[src/rtl/wdog_pair_clear.sv]
module wdog_pair_clear #(
  parameter int CNT_W = 8,
  parameter int PRE_W = 2
) (
  input  logic clk,
  input  logic rst_n,
  input  logic en,
  input  logic tick,
  input  logic clr_a,
  input  logic clr_b,
  input  logic halt,
  output logic timeout,
  output logic wake,
  output logic to_flag,
  output logic pdf_flag
);

  typedef enum logic [1:0] {K_NONE = 2'd0, K_A = 2'd1, K_B = 2'd2} kind_t;

  kind_t            last_q;
  logic [CNT_W-1:0] cnt_q;
  logic [PRE_W-1:0] pre_q;

  wire step      = en & tick;
  wire pre_carry = step & (&pre_q);
  wire only_a    = clr_a & ~clr_b;
  wire only_b    = clr_b & ~clr_a;
  wire clr_done  = ~halt & ((only_a & (last_q == K_B)) | (only_b & (last_q == K_A)));
  wire expire    = pre_carry & (&cnt_q) & ~halt & ~clr_done;

  always_ff @(posedge clk) begin
    if (!rst_n) begin
      cnt_q    <= '0;
      pre_q    <= '0;
      last_q   <= K_NONE;
      to_flag  <= 1'b0;
      pdf_flag <= 1'b0;
    end else if (halt) begin
      cnt_q    <= '0;
      pre_q    <= '0;
      last_q   <= K_NONE;
      to_flag  <= 1'b0;
      pdf_flag <= 1'b1;
    end else if (clr_done) begin
      cnt_q    <= '0;
      pre_q    <= '0;
      last_q   <= K_NONE;
      to_flag  <= 1'b0;
      pdf_flag <= 1'b0;
    end else begin
      if (only_a) last_q <= K_A;
      if (only_b) last_q <= K_B;
      if (step) pre_q <= pre_q + 1'b1;
      if (pre_carry) cnt_q <= cnt_q + 1'b1;
      if (expire) to_flag <= 1'b1;
    end
  end

  always_ff @(posedge clk) begin
    if (!rst_n) begin
      timeout <= 1'b0;
      wake    <= 1'b0;
    end else begin
      timeout <= expire & ~pdf_flag;
      wake    <= expire & pdf_flag;
    end
  end

  p_pulse_excl_r4: assert property (@(posedge clk) disable iff (!rst_n)
    !(timeout && wake));

  p_wake_halted_r4: assert property (@(posedge clk) disable iff (!rst_n)
    wake |-> pdf_flag);

  p_timeout_sets_to_r3: assert property (@(posedge clk) disable iff (!rst_n)
    timeout |-> to_flag);

  p_halt_flags_r7: assert property (@(posedge clk) disable iff (!rst_n)
    halt |=> (pdf_flag && !to_flag && !timeout && !wake));

  p_repeat_no_clear_r6: assert property (@(posedge clk) disable iff (!rst_n)
    (only_a && last_q == K_A && pdf_flag && !halt) |=> pdf_flag);

  p_count_hold_r2: assert property (@(posedge clk) disable iff (!rst_n)
    (!en && !halt && !clr_a && !clr_b) |=> $stable(cnt_q));

  p_pair_clears_r5: assert property (@(posedge clk) disable iff (!rst_n)
    (only_b && last_q == K_A && !halt) |=> (!pdf_flag && !to_flag));

endmodule

[config.mk]
export PLATFORM = sky130hd
export DESIGN_NAME = wdog_pair_clear
export DESIGN_NICKNAME = d
export VERILOG_FILES = /design/src/rtl/wdog_pair_clear.sv
export SDC_FILE = /design/constraint.sdc
export NUM_CORES = 1
export LEC_CHECK = 0
export BUFFER_PORTS_ARGS = -buffer_cell sky130_fd_sc_hd__buf_2
export CAP_MARGIN = 20
export CORE_AREA = 3 3 41 43
export CTS_CLUSTER_SIZE = 10
export DETAILED_ROUTE_END_ITERATION = 10
export DIE_AREA = 0 0 44 46
export GPL_TIMING_DRIVEN = 0
export HOLD_SLACK_MARGIN = 0.03
export PLACE_DENSITY = 0.7
export RECOVER_POWER = 25
export SETUP_SLACK_MARGIN = 0.3
export SLEW_MARGIN = 0
export SYNTH_ARGS = -nofsm -noshare
export SYNTH_HDL_FRONTEND = slang
export SYNTH_SLANG_ARGS = --single-unit
[constraint.sdc]
create_clock -name clk -period 1.7 [get_ports clk]
set_input_delay 0.085 -clock clk [delete_from_list [all_inputs] [get_ports clk]]
set_output_delay 0.085 -clock clk [all_outputs]
set_load 0.005 [all_outputs]
; Word-level counts from Yosys, hierarchy flattened
; Index checks and enable logic that the tools add are counted.
[word_totals]
register_bits = 16
out_inout_bits = 4
[classes]
addsub = 2
eq_ne = 2
mux = 4
n_bitwise = 19
n_reduce_logical = 6
[ops]
columns = operator, count
row1 = AND 1 bit, 12
row2 = adder 8 x 1 -> 8 bit (second input constant), 1
row3 = AND reduction 8 bit, 1
row4 = NOT 1 bit, 6
row5 = two-way mux 2 bit, 2
row6 = nonzero test 2 bit, 2
row7 = OR reduction 4 bit, 1
row8 = OR reduction 3 bit, 1
row9 = adder 2 x 1 -> 2 bit (second input constant), 1
row10 = == test 2 x 1 -> 1 bit (second input constant), 1
row11 = == test 2 bit (second input constant), 1
row12 = two-way mux 1 bit, 2
row13 = AND reduction 2 bit, 1
row14 = OR 1 bit, 1

; Logic depth before layout (Yosys ltp)
; Gate-level depths: netlist of the first run.
[depth]
word_depth = 8
mapped_depth = 6
ltp_nobuf = 5

; Worst setup path after synthesis of the first run
; No wires, ideal clock.
[synth_path]
path_type = reg-to-reg
from = register pre_q[0]
to = register cnt_q[7]
setup_time_ns = 0.071
arrival_ns = 1.186
setup_slack_ns = 0.444
stages_incl_launch_ff = 5
path_buffers = 0
period_less_slack_ns = 1.256
path_cell_list = dfxtp_1 ha_1 nand4_1 or4_1 a21oi_1
[synth_between]
elab_chain_len = 2
[synth_lines]
columns = item, line
row1 = from (decl), 22  ; logic [PRE_W-1:0] pre_q;
row2 = from (signal assigned), 53  ; if (step) pre_q <= pre_q + 1'b1;
row3 = AND reduction 2 bit, 25  ; wire pre_carry = step & (&pre_q);
row4 = AND 1 bit, 25
row5 = to (signal assigned), 54  ; if (pre_carry) cnt_q <= cnt_q + 1'b1;
row6 = to (decl), 21  ; logic [CNT_W-1:0] cnt_q;
; Every way passes these cells.
; A chain may end at the register's enable or synchronous reset.

; Worst setup path after layout of the first run
[layout_path]
from = register cnt_q[2]
to = register cnt_q[5]
[layout_between]
elab_chain_len = 1
[layout_lines]
columns = item, line
row1 = adder 8 x 1 -> 8 bit, 54
; Every way passes these cells.

==> results of run 1 <==
## flip-flops by register name, indices dropped and copies added, names as in the netlist
name,flops
to_flag,1
pdf_flag,1
wake,1
pre_q,2
cnt_q,8
last_q,2
timeout,1
## path summary, 6_finish.rpt
check	from	endpoint	slack, ns	depth (start not counted)
worst max register to register	cnt_q[2]	cnt_q[5]	0.37	3
worst max-delay path	cnt_q[2]	cnt_q[5]	0.37	3
worst min-delay path	halt	pdf_flag	0.04	3
worst min register to register	to_flag	to_flag	0.45	2
## where the power goes
| part | switching [uW] | total (uW) | internal, uW |
|---|---|---|---|
| clock | 116 | 247 | 130 |
| combinational | 21.4 | 38.5 | 17.1 |
| sequential | 3.80 | 383 | 379 |
## per-layer routing
metal / wire, um / part of all wire, % / vias up
li1: - / - / 299
met1: 618 / 49 / 265
met2: 569 / 45 / 13
met3: 67 / 5.3 / 2
met4: 12 / 0.95 / 0
met5: 0 / 0 / -
## repair_timing
action                     CTS  global route
gates resized for setup      1             9
hold endpoints to repair     1             0
hold buffers                 1             0
setup endpoints to repair    4            14
buffers inserted             0             0
pin swaps                    0             1
## kinds of logic after synthesis
kind of cell	synth area share, %
flip-flops	46.9
XOR/XNOR	3.85
AO/OA/AOI/OAI	10.4
AND/OR/NAND/NOR	25.8
adder cells (fa/ha/maj)	7.33
buffers and inverters	2.75
multiplexers	2.93
## worst max-delay path, delay by kind of cell (launching register included)
| family | cells | cell delay, ns |
|---|---|---|
| AO/OA/AOI/OAI | 1 | 0.16 |
| AND/OR/NAND/NOR | 2 | 0.65 |
| flip-flops | 1 | 0.45 |
## per-stage QoR
| step | instance area [um2] | hold WS [ns] | total power [uW] | utilization (%) |
|---|---|---|---|---|
| global placement | 752 | 0.311 | 425 | 56.4 |
| floorplan | 683 | 0.213 | 409 | - |
| CTS | 801 | 0.0303 | 674 | 60.0 |
| global route | 835 | 0.0511 | 703 | 62.6 |
| detailed placement | 752 | 0.321 | 426 | 56.4 |
| finish | 835 | 0.0372 | 668 | 62.6 |
## cell usage after synthesis
master / count
ha_1: 4
o21ai_0: 3
xor2_1: 3
or4_1: 2
nand4_2: 1
nand4b_1: 1
clkbuf_1: 1
or3_1: 4
nand4_1: 3
nor3_1: 3
inv_1: 4
nand2_1: 6
nand3b_1: 2
nand3_1: 3
a31oi_1: 1
nor2b_1: 1
mux2i_1: 2
o31ai_1: 2
dfxtp_1: 16
a21oi_1: 7
nor2_1: 6
## area by class of cell
cell class                      count  share of cell area, %
Multi-Input combinational cell     54                   45.3
Sequential cell                    16                   38.7
Timing Repair Buffer               11                   7.05
Clock buffer                        4                   4.35
Tap cell                           15                   2.25
Inverter                            4                   1.80
Buffer                              1                  0.600
==> flow_summary.yaml, run 1 <==
run_status:
  status: "complete, no violations"
global_route:
  gr-usage-met2_pct: 20.1
  grt_overflow_total: 0
  grt_use_total_pct: 14.4
  grt_use_met1_pct: 19.0
  top_usage_layer: "met2"
  grt_pass1_wl_um: 2060
  antenna_found_initial: 0
  grtUsageMet3_pct: 7.11
  grt_pass1_vias: 482
  grt_max_degree: 11
timing:
  min_period_over_period_pct: 78.0
  finalHoldViolations: 0
  max_freq_mhz: 754
  fin_ws_ns: 0.374
  finalSetupTns_ns: 0
  rsz0062_at_grt: "false"
  slew_violations: 0
  period_needed_ns: 1.33
  maxSlewHeadroom_pct: 81.7
  worst_pin_slew_ns: 0.273
  finalSetupViolCount: 0
  clock_skew_ns: 0.00469
logic_synthesis:
  synth_top_cell_by_area: "dfxtp_1"
  synth_area_leaders: "dfxtp_1 47%, ha_1 7.3%, a21oi_1 5.1%"
  synth_warnings: 0
  synth_cell_types: 21
  synthCells: 75
  netlist_area_um2: 683
  synth_seq_cells: 16
  ys_seq_area_share_pct: 46.9
  syn_nets: 86
  yosysTopAreaCellShare_pct: 46.9
  syn_avg_cell_area_um2: 9.11
placement:
  dpl.hpwl_um: 865
  portBuffers: 10
  dp_cells: 100
  place.gp.congestion: 0.712
  place_ws_ns: 0.298
final_layout:
  regArea_um2: 323
  fillers: 135
  final_cells: 105
  layout.cells.most_common: "dfxtp_1"
  syn2layout_area_growth_pct: 22.2
  final_cell_mix: "14 x dfxtp_1, 9 x buf_2, 7 x a21oi_1, 6 x nor2_1, 6 x nand2_1"
  drive_above_1_share_pct: 23.3
  multi_input_area_um2: 378
  fin_nets: 102
  insertedDiodeCount: 0
die:
  dieArea_mm2: 0.00202
  io_pins: 11
  die_x_um: 44
  initial_core_util_pct: 51.2
  core-area_mm2: 0.00133
  num_rows: 13
  die_h_um: 46
clock_tree:
  numCtsBuffers: 3
  cts-htree-levels: 1
  clk_pin_slew_ns: 0.09
  cts_buffer_depth: 2
  cts_root_buf: "clkbuf_4"
  clock_latency_ns: 0.28
  tritoncts: "done"
  clock_sinks: 16
drt:
  routedWlPerCell_um: 12.1
  routed_wl_um: 1270
  dr.first_iter.drc_count: 19
  antenna_left: 0
  firstDrtPassIters: 4
  drc: 0
  vias: 579
  viasPerCell: 5.51
setup_path:
  critPathArrivalTime_ns: 1.54
  path_cells: "nand4_4 > or4_1 > a21oi_1"
  worst_setup_path_end_kind: "flip-flop"
  path_max_fanout: 7
  cp_slowest_stage_delay_ns: 0.50
  cp_slowest_cell: "or4_1"
  worstSetupPathType: "flip-flop to flip-flop"
  cp.required_ns: 1.92
  cp-start-kind: "flip-flop"
pwr:
  p_leak_uw: 0.000315
  p_per_area_mw_per_mm2: 800
  max-vdd-ir-drop_mv: 0.560
run:
  maxCapViolCount: 0
hold_path:
  hold_class: "primary input to flip-flop"
Power figures use the tool's default switching activity.
==> run 2, diff against run 1 <==
- ABC_AREA: default -> 1
- CORE_AREA: 3 3 41 43 -> 3 3 45 47
- DIE_AREA: 0 0 44 46 -> 0 0 48 50
- PLACE_DENSITY: 0.7 -> 0.68
- clock period: 1.7 -> 1.2 ns (I/O delays scaled with it)
==> run 2 against run 1 <==
Net effect:
- combinational power is 100% higher
- first-iteration DRC count is 16% lower
- non-clock buffer count up 6
- count of clock-buffer cells in the layout decreased by 1
- die area grew 19%
- register-to-register slack worse by 0.27 ns
- critical endpoint is now to_flag
- cell area is 24% higher
==> flow_summary.yaml, run 2 <==
logic_synthesis:
  synthCells: 104
  synth_warnings: 0
  syn_avg_cell_area_um2: 7.54
  synthSimpleGateAreaFrac_pct: 34.3
  synth_edf_count: 0
  synth_mux_area_share_pct: 0
  synth_commonest_cells: "19 x nor2_1, 16 x dfxtp_1, 16 x inv_1, 16 x nand2_1"
  synth_seq_cells: 16
  synthAdderAreaFrac_pct: 6.38
  async_reset_ff_share_pct: 0
  syn_nets: 115
  ys_seq_area_share_pct: 40.8
  yosysTopAreaCellShare_pct: 40.8
  synth_top_family_by_area: "simple AND/OR/NAND/NOR gates"
  synth_compound_area_share_pct: 8.13
  yosysMostFrequentCell: "nor2_1"
  synth_area_leaders: "dfxtp_1 41%, nor2_1 9.1%, inv_1 7.7%"
  netlist_area_um2: 785
  synthFlopType: "dfxtp_1"
  synth_xor_xnor_area_share_pct: 2.23
  synth_cell_types: 17
  synth_top_cell_by_area: "dfxtp_1"
global_route:
  grt_max_degree: 9
  grt_pass1_vias: 595
  grt_pass1_wl_um: 2410
  grt_overflow_total: 0
  grt_use_total_pct: 14.2
  antenna_found_initial: 0
final_layout:
  final_cell_mix: "16 x nor2_1, 14 x nand2_1, 12 x inv_1, 11 x dfxtp_1, 9 x buf_2"
  fin_nets: 138
  insertedDiodeCount: 0
  post-route-util_pct: 61.1
  regMostFlops: "cnt_q"
  layout.cells.most_common: "nor2_1"
  drive_above_1_share_pct: 41.6
  largestRegisters: "cnt_q x8, last_q x2, pre_q x2"
  largest_reg_flops: 8
  syn2layout_area_growth_pct: 31.6
  fillers: 153
clock_tree:
  cts_root_buf: "clkbuf_4"
  numCtsBuffers: 3
  tritoncts: "done"
  cts_buffer_depth: 2
  cts-htree-levels: 1
  clock_latency_ns: 0.28
  clk_pin_slew_ns: 0.10
  clock_sinks: 16
drt:
  viasPerCell: 4.81
  drc: 0
  firstDrtPassIters: 4
  routedWlPerCell_um: 10.7
  vias: 683
  routed_wl_um: 1520
  dr.first_iter.drc_count: 16
  antenna_left: 0
setup_path:
  reg2reg_to: "to_flag"
  cp-start-kind: "flip-flop"
  cp.required_ns: 1.42
  startpoint: "cnt_q[1]"
  rrSetupSlack_ns: 0.1
  worst_setup_path_end_kind: "flip-flop"
  critPathArrivalTime_ns: 1.32
  r2r-start: "cnt_q[1]"
  path_max_fanout: 4
  worstSetupPathType: "flip-flop to flip-flop"
  rr_worst_depth: 7
pwr:
  power_uw: 898
  p_int_uw: 681
  power_switching_uw: 218
  p_seq_share_pct: 59.9
  p_leak_uw: 0.000396
  power.share.clock_pct: 31.5
  p_comb_share_pct: 8.6
  max-vdd-ir-drop_mv: 0.595
  p_per_area_mw_per_mm2: 870
  p_sw_share_pct: 24.2
hold_path:
  hp-start: "halt"
  hold_end: "pdf_flag"
  min_path_cells: 3
  hold_class: "primary input to flip-flop"
timing:
  finalSetupTns_ns: 0
  finalHoldViolations: 0
  max_freq_mhz: 909
  min_period_over_period_pct: 91.7
  period_needed_ns: 1.10
  finalSetupViolCount: 0
  clock_skew_ns: 0.00591
  rsz0062_at_grt: "true"
  slew_violations: 0
  fin_hold_ws_ns: 0.0859
  worst_pin_slew_ns: 0.373
  maxSlewHeadroom_pct: 74.9
die:
  die_h_um: 50
  die_x_um: 48
  dieArea_mm2: 0.00240
  initial_core_util_pct: 46.4
  io_pins: 11
  num_rows: 15
  core-area_mm2: 0.00169
placement:
  place.gp.congestion: 0.738
  dpl.hpwl_um: 1030
  portBuffers: 10
run:
  maxCapViolCount: 0
run_status:
  status: "complete, no violations"
[run 2: cell count changes in the layout (fill, tap and decap cells not counted), moves of 5 or more]
cell,change
inv_1,+8
nand2_1,+8
nand2_2,+5
nor2_1,+10
nor2_4,+5
[run 2: worst max path at each step]
stage	to	slack, ns
finish	to_flag	0.1
global route	timeout	0.03
CTS	to_flag	0.07
detailed placement	cnt_q[5]	0.1
global placement	to_flag	0.11
floorplan	cnt_q[5]	0.18
[run 2: per-layer routing]
layer  wire [um]  global-route usage (%)  share of wire (%)  vias to the layer above
li1            -                       -                  -                      363
met1         707                    17.7                 47                      302
met2         723                    21.1                 48                       14
met3          47                    2.19                3.1                        4
met4          38                    9.87                2.5                        0
met5           0                       0                  0                        -
[run 2: through the flow]
stage                     instances  cell area [um2]  setup slack [ns]
after floorplan                 104              826             0.181
after CTS                       141             1010            0.0668
after global placement          131              897             0.109
after detailed placement        131              897            0.0971
final                           142             1030            0.0993
after global routing            142             1030            0.0271
[run 2: power by group through the flow]
stage	Sequential, uW	Combinational, uW	Clock, uW
3_3_place_gp	554	59.6	0
2_1_floorplan	554	35.4	0
3_5_place_dp	554	61.8	0
5_1_grt	540	86.0	319
4_1_cts	542	73.0	292
6_report	538	77.1	283
[run 2: critical path, stage by stage, from the launching register on]
cell and delay (ns):
dfxtp_4 0.37, ha_4 0.13, inv_1 0.06, nor2_2 0.12, nand2_4 0.09, nor2_4 0.11, nand2_2 0.06, a21oi_2 0.10
[run 2: logic make-up (layout without fill, tap and decap cells)]
| logic type | count (synthesis) | count (layout) |
|---|---|---|
| AOI/OAI and AO/OA | 12 | 12 |
| DFF | 16 | 16 |
| and+or+nand+nor | 53 | 53 |
| buffers and inverters | 17 | 38 |
| adders and majority gates | 4 | 4 |
| xor gates and xnor gates | 2 | 2 |
[run 2: timing repair]
action	in CTS	in global routing
hold buffers	2	0
endpoints found under the setup margin	15	15
endpoints found under the hold margin	2	0
buffers inserted	5	1
gates resized for setup	9	8
cloned	0	0
pin swaps	7	4
[run 2: final cells by class]
class,instances,area (um2),area share [%]
multi-input cells,71,469,45.5
clock buffers,3,22.5,2.18
inverters,17,66.3,6.42
flip-flops and latches,16,332,32.1
repair buffers,18,121,11.8
well taps,17,21.3,2.06
==> run 3, diff against run 2 <==
==> constraint.sdc (replaced) <==
create_clock -name clk -period 1.2 [get_ports clk]
set_input_delay 0.12 -clock clk [delete_from_list [all_inputs] [get_ports clk]]
set_output_delay 0.12 -clock clk [all_outputs]
set_load 0.005 [all_outputs]
==> run 3 against run 2 <==
Net effect:
- clock power increased by 28%
- sequential power is essentially flat
- register-to-register slack about the same
- core utilization is 3.6 points higher
- clock skew up 0.0010 ns
- sequential share of layout area is 1.8 points lower
- cell count is 2.1% higher
- global-route usage grew 2.2 points
- largest power group unchanged
- highest routed layer unchanged
==> flow_summary.yaml, run 3 (synthesis results as in run 2) <==
drt:
  drc: 0
  dr.first_iter.drc_count: 2
  routedWlPerCell_um: 11.8
  viasPerCell: 4.83
  firstDrtPassIters: 2
  antenna_left: 0
  routed_wl_um: 1710
  vias: 701
timing:
  rsz0062_at_grt: "true"
  maxSlewHeadroom_pct: 84.6
  finalSetupTns_ns: 0
  slew_violations: 0
  worst_pin_slew_ns: 0.229
  finalHoldViolations: 0
  min_period_over_period_pct: 91.3
  max_freq_mhz: 913
  fin_ws_ns: 0.105
  clock_skew_ns: 0.00696
  period_needed_ns: 1.10
  finalSetupViolCount: 0
clock_tree:
  clock_sinks: 16
  cts_root_buf: "clkbuf_4"
  cts_buffer_depth: 2
  numCtsBuffers: 3
  cts-htree-levels: 1
  tritoncts: "done"
  ctsHoldBuffers: 0
  clock_latency_ns: 0.29
  clk_pin_slew_ns: 0.10
die:
  io_pins: 11
  die_h_um: 50
  die_x_um: 48
  core-area_mm2: 0.00169
  initial_core_util_pct: 46.4
  dieArea_mm2: 0.00240
  num_rows: 15
setup_path:
  crit_path_end: "cnt_q[5]"
  path_cells: "buf_6 > nand3_2 > nor2_4 > nand2_2 > o21ai_1 > nor2_1"
  cp_slowest_cell: "dfxtp_2"
  cp.depth: 6
  critPathBufInv: 1
  startpoint: "cnt_q[1]"
  reg2reg_to: "cnt_q[5]"
  cp_top_family: "simple AND/OR/NAND/NOR gates"
  path_max_fanout: 4
  rrSetupSlack_ns: 0.10
  r2r-start: "cnt_q[1]"
  cp.required_ns: 1.40
  critPathArrivalTime_ns: 1.29
  rr_worst_depth: 6
  cp_slowest_stage_delay_ns: 0.37
  cp-start-kind: "flip-flop"
  worst_setup_path_end_kind: "flip-flop"
  worstSetupPathType: "flip-flop to flip-flop"
pwr:
  p_seq_share_pct: 54.5
  p_sw_share_pct: 23.3
  power_switching_uw: 231
  power.share.clock_pct: 36.6
  p_comb_share_pct: 8.9
  max-vdd-ir-drop_mv: 0.895
  p_int_uw: 759
  p_per_area_mw_per_mm2: 906
  p_leak_uw: 0.000421
  power_uw: 990
global_route:
  gr-usage-met2_pct: 25.6
  grt_overflow_total: 0
  grt_use_met1_pct: 20.4
  grt_max_degree: 10
  grt_pass1_vias: 650
  grtUsageMet3_pct: 4.74
  antenna_found_initial: 0
  grt_pass1_wl_um: 2780
  grt_use_total_pct: 16.4
  top_usage_layer: "met2"
final_layout:
  drive_above_1_share_pct: 50.0
  post-route-util_pct: 64.7
  regMostFlops: "cnt_q"
  final_cell_mix: "16 x nor2_1, 13 x nand2_1, 11 x inv_1, 9 x dfxtp_1, 8 x buf_2"
  layout.cells.most_common: "nor2_1"
  fin_nets: 140
  largest_reg_flops: 8
  syn2layout_area_growth_pct: 39.4
  largestRegisters: "cnt_q x8, last_q x2, pre_q x2"
  final_cells: 145
  insertedDiodeCount: 0
hold_path:
  min_path_cells: 3
  hold_class: "primary input to flip-flop"
placement:
  portBuffers: 10
  dpl.hpwl_um: 1090
  place_ws_ns: 0.0329
  place.gp.congestion: 0.732
  dp_cells: 131
run:
  maxCapViolCount: 0
run_status:
  status: "complete, no violations"
## run 3: cell types whose count changed in the layout (fill, tap and decap cells not counted), moves of 2 or more
cell	change
a21oi_1	-2
a21oi_2	+2
buf_4	+2
dfxtp_1	-2
dfxtp_2	+3
dlygate4sd3_1	-2
o21ai_2	+2
## run 3: worst reg2reg max path: cells and delay by family (launching register included)
kind            cells  cell delay (ns)
compound gates      1             0.13
flops               1             0.37
buf+inv             1             0.11
simple gates        4             0.38
## run 3: metal layers
layer	vias up	routed length [um]
met5	-	0
met4	0	34
met3	5	46
met2	10	887
met1	317	746
li1	369	-
## run 3: worst min path at each step
stage / slack (ns) / to / start
floorplan: 0.25 / timeout / rst_n
global placement: 0.40 / wake / rst_n
detailed placement: 0.40 / pdf_flag / rst_n
CTS: 0.09 / pdf_flag / rst_n
global route: 0.1 / timeout / rst_n
finish: 0.10 / timeout / rst_n
## run 3: per-stage QoR
stage	hold WS, ns	area (um2)
6_report	0.103	1090
4_1_cts	0.0886	1030
5_1_grt	0.0965	1090
3_3_place_gp	0.396	893
3_5_place_dp	0.400	893
2_1_floorplan	0.254	822
## run 3: area by class of cell
type                       instances  area (um2)
fill                             153         596
multi-input combinational         71         492
sequential                        16         332
timing repair buffer              20         146
inverter                          17        66.3
clock buffer                       4        36.3
tap                               17        21.3
## run 3: power by group through the flow
stage	clock network (uW)	logic, uW	registers, uW
after floorplan	0	35.8	554
after global placement	0	60.1	554
after detailed placement	0	62.3	554
after CTS	361	76.4	543
after global routing	396	96.9	541
final	362	88.4	539
## run 3: repair_timing
item | 4_1_cts | 5_1_grt
endpoints found under the setup margin | 16 | 18
buffers inserted | 8 | 2
pin swaps | 7 | 6
gates resized for setup | 13 | 17
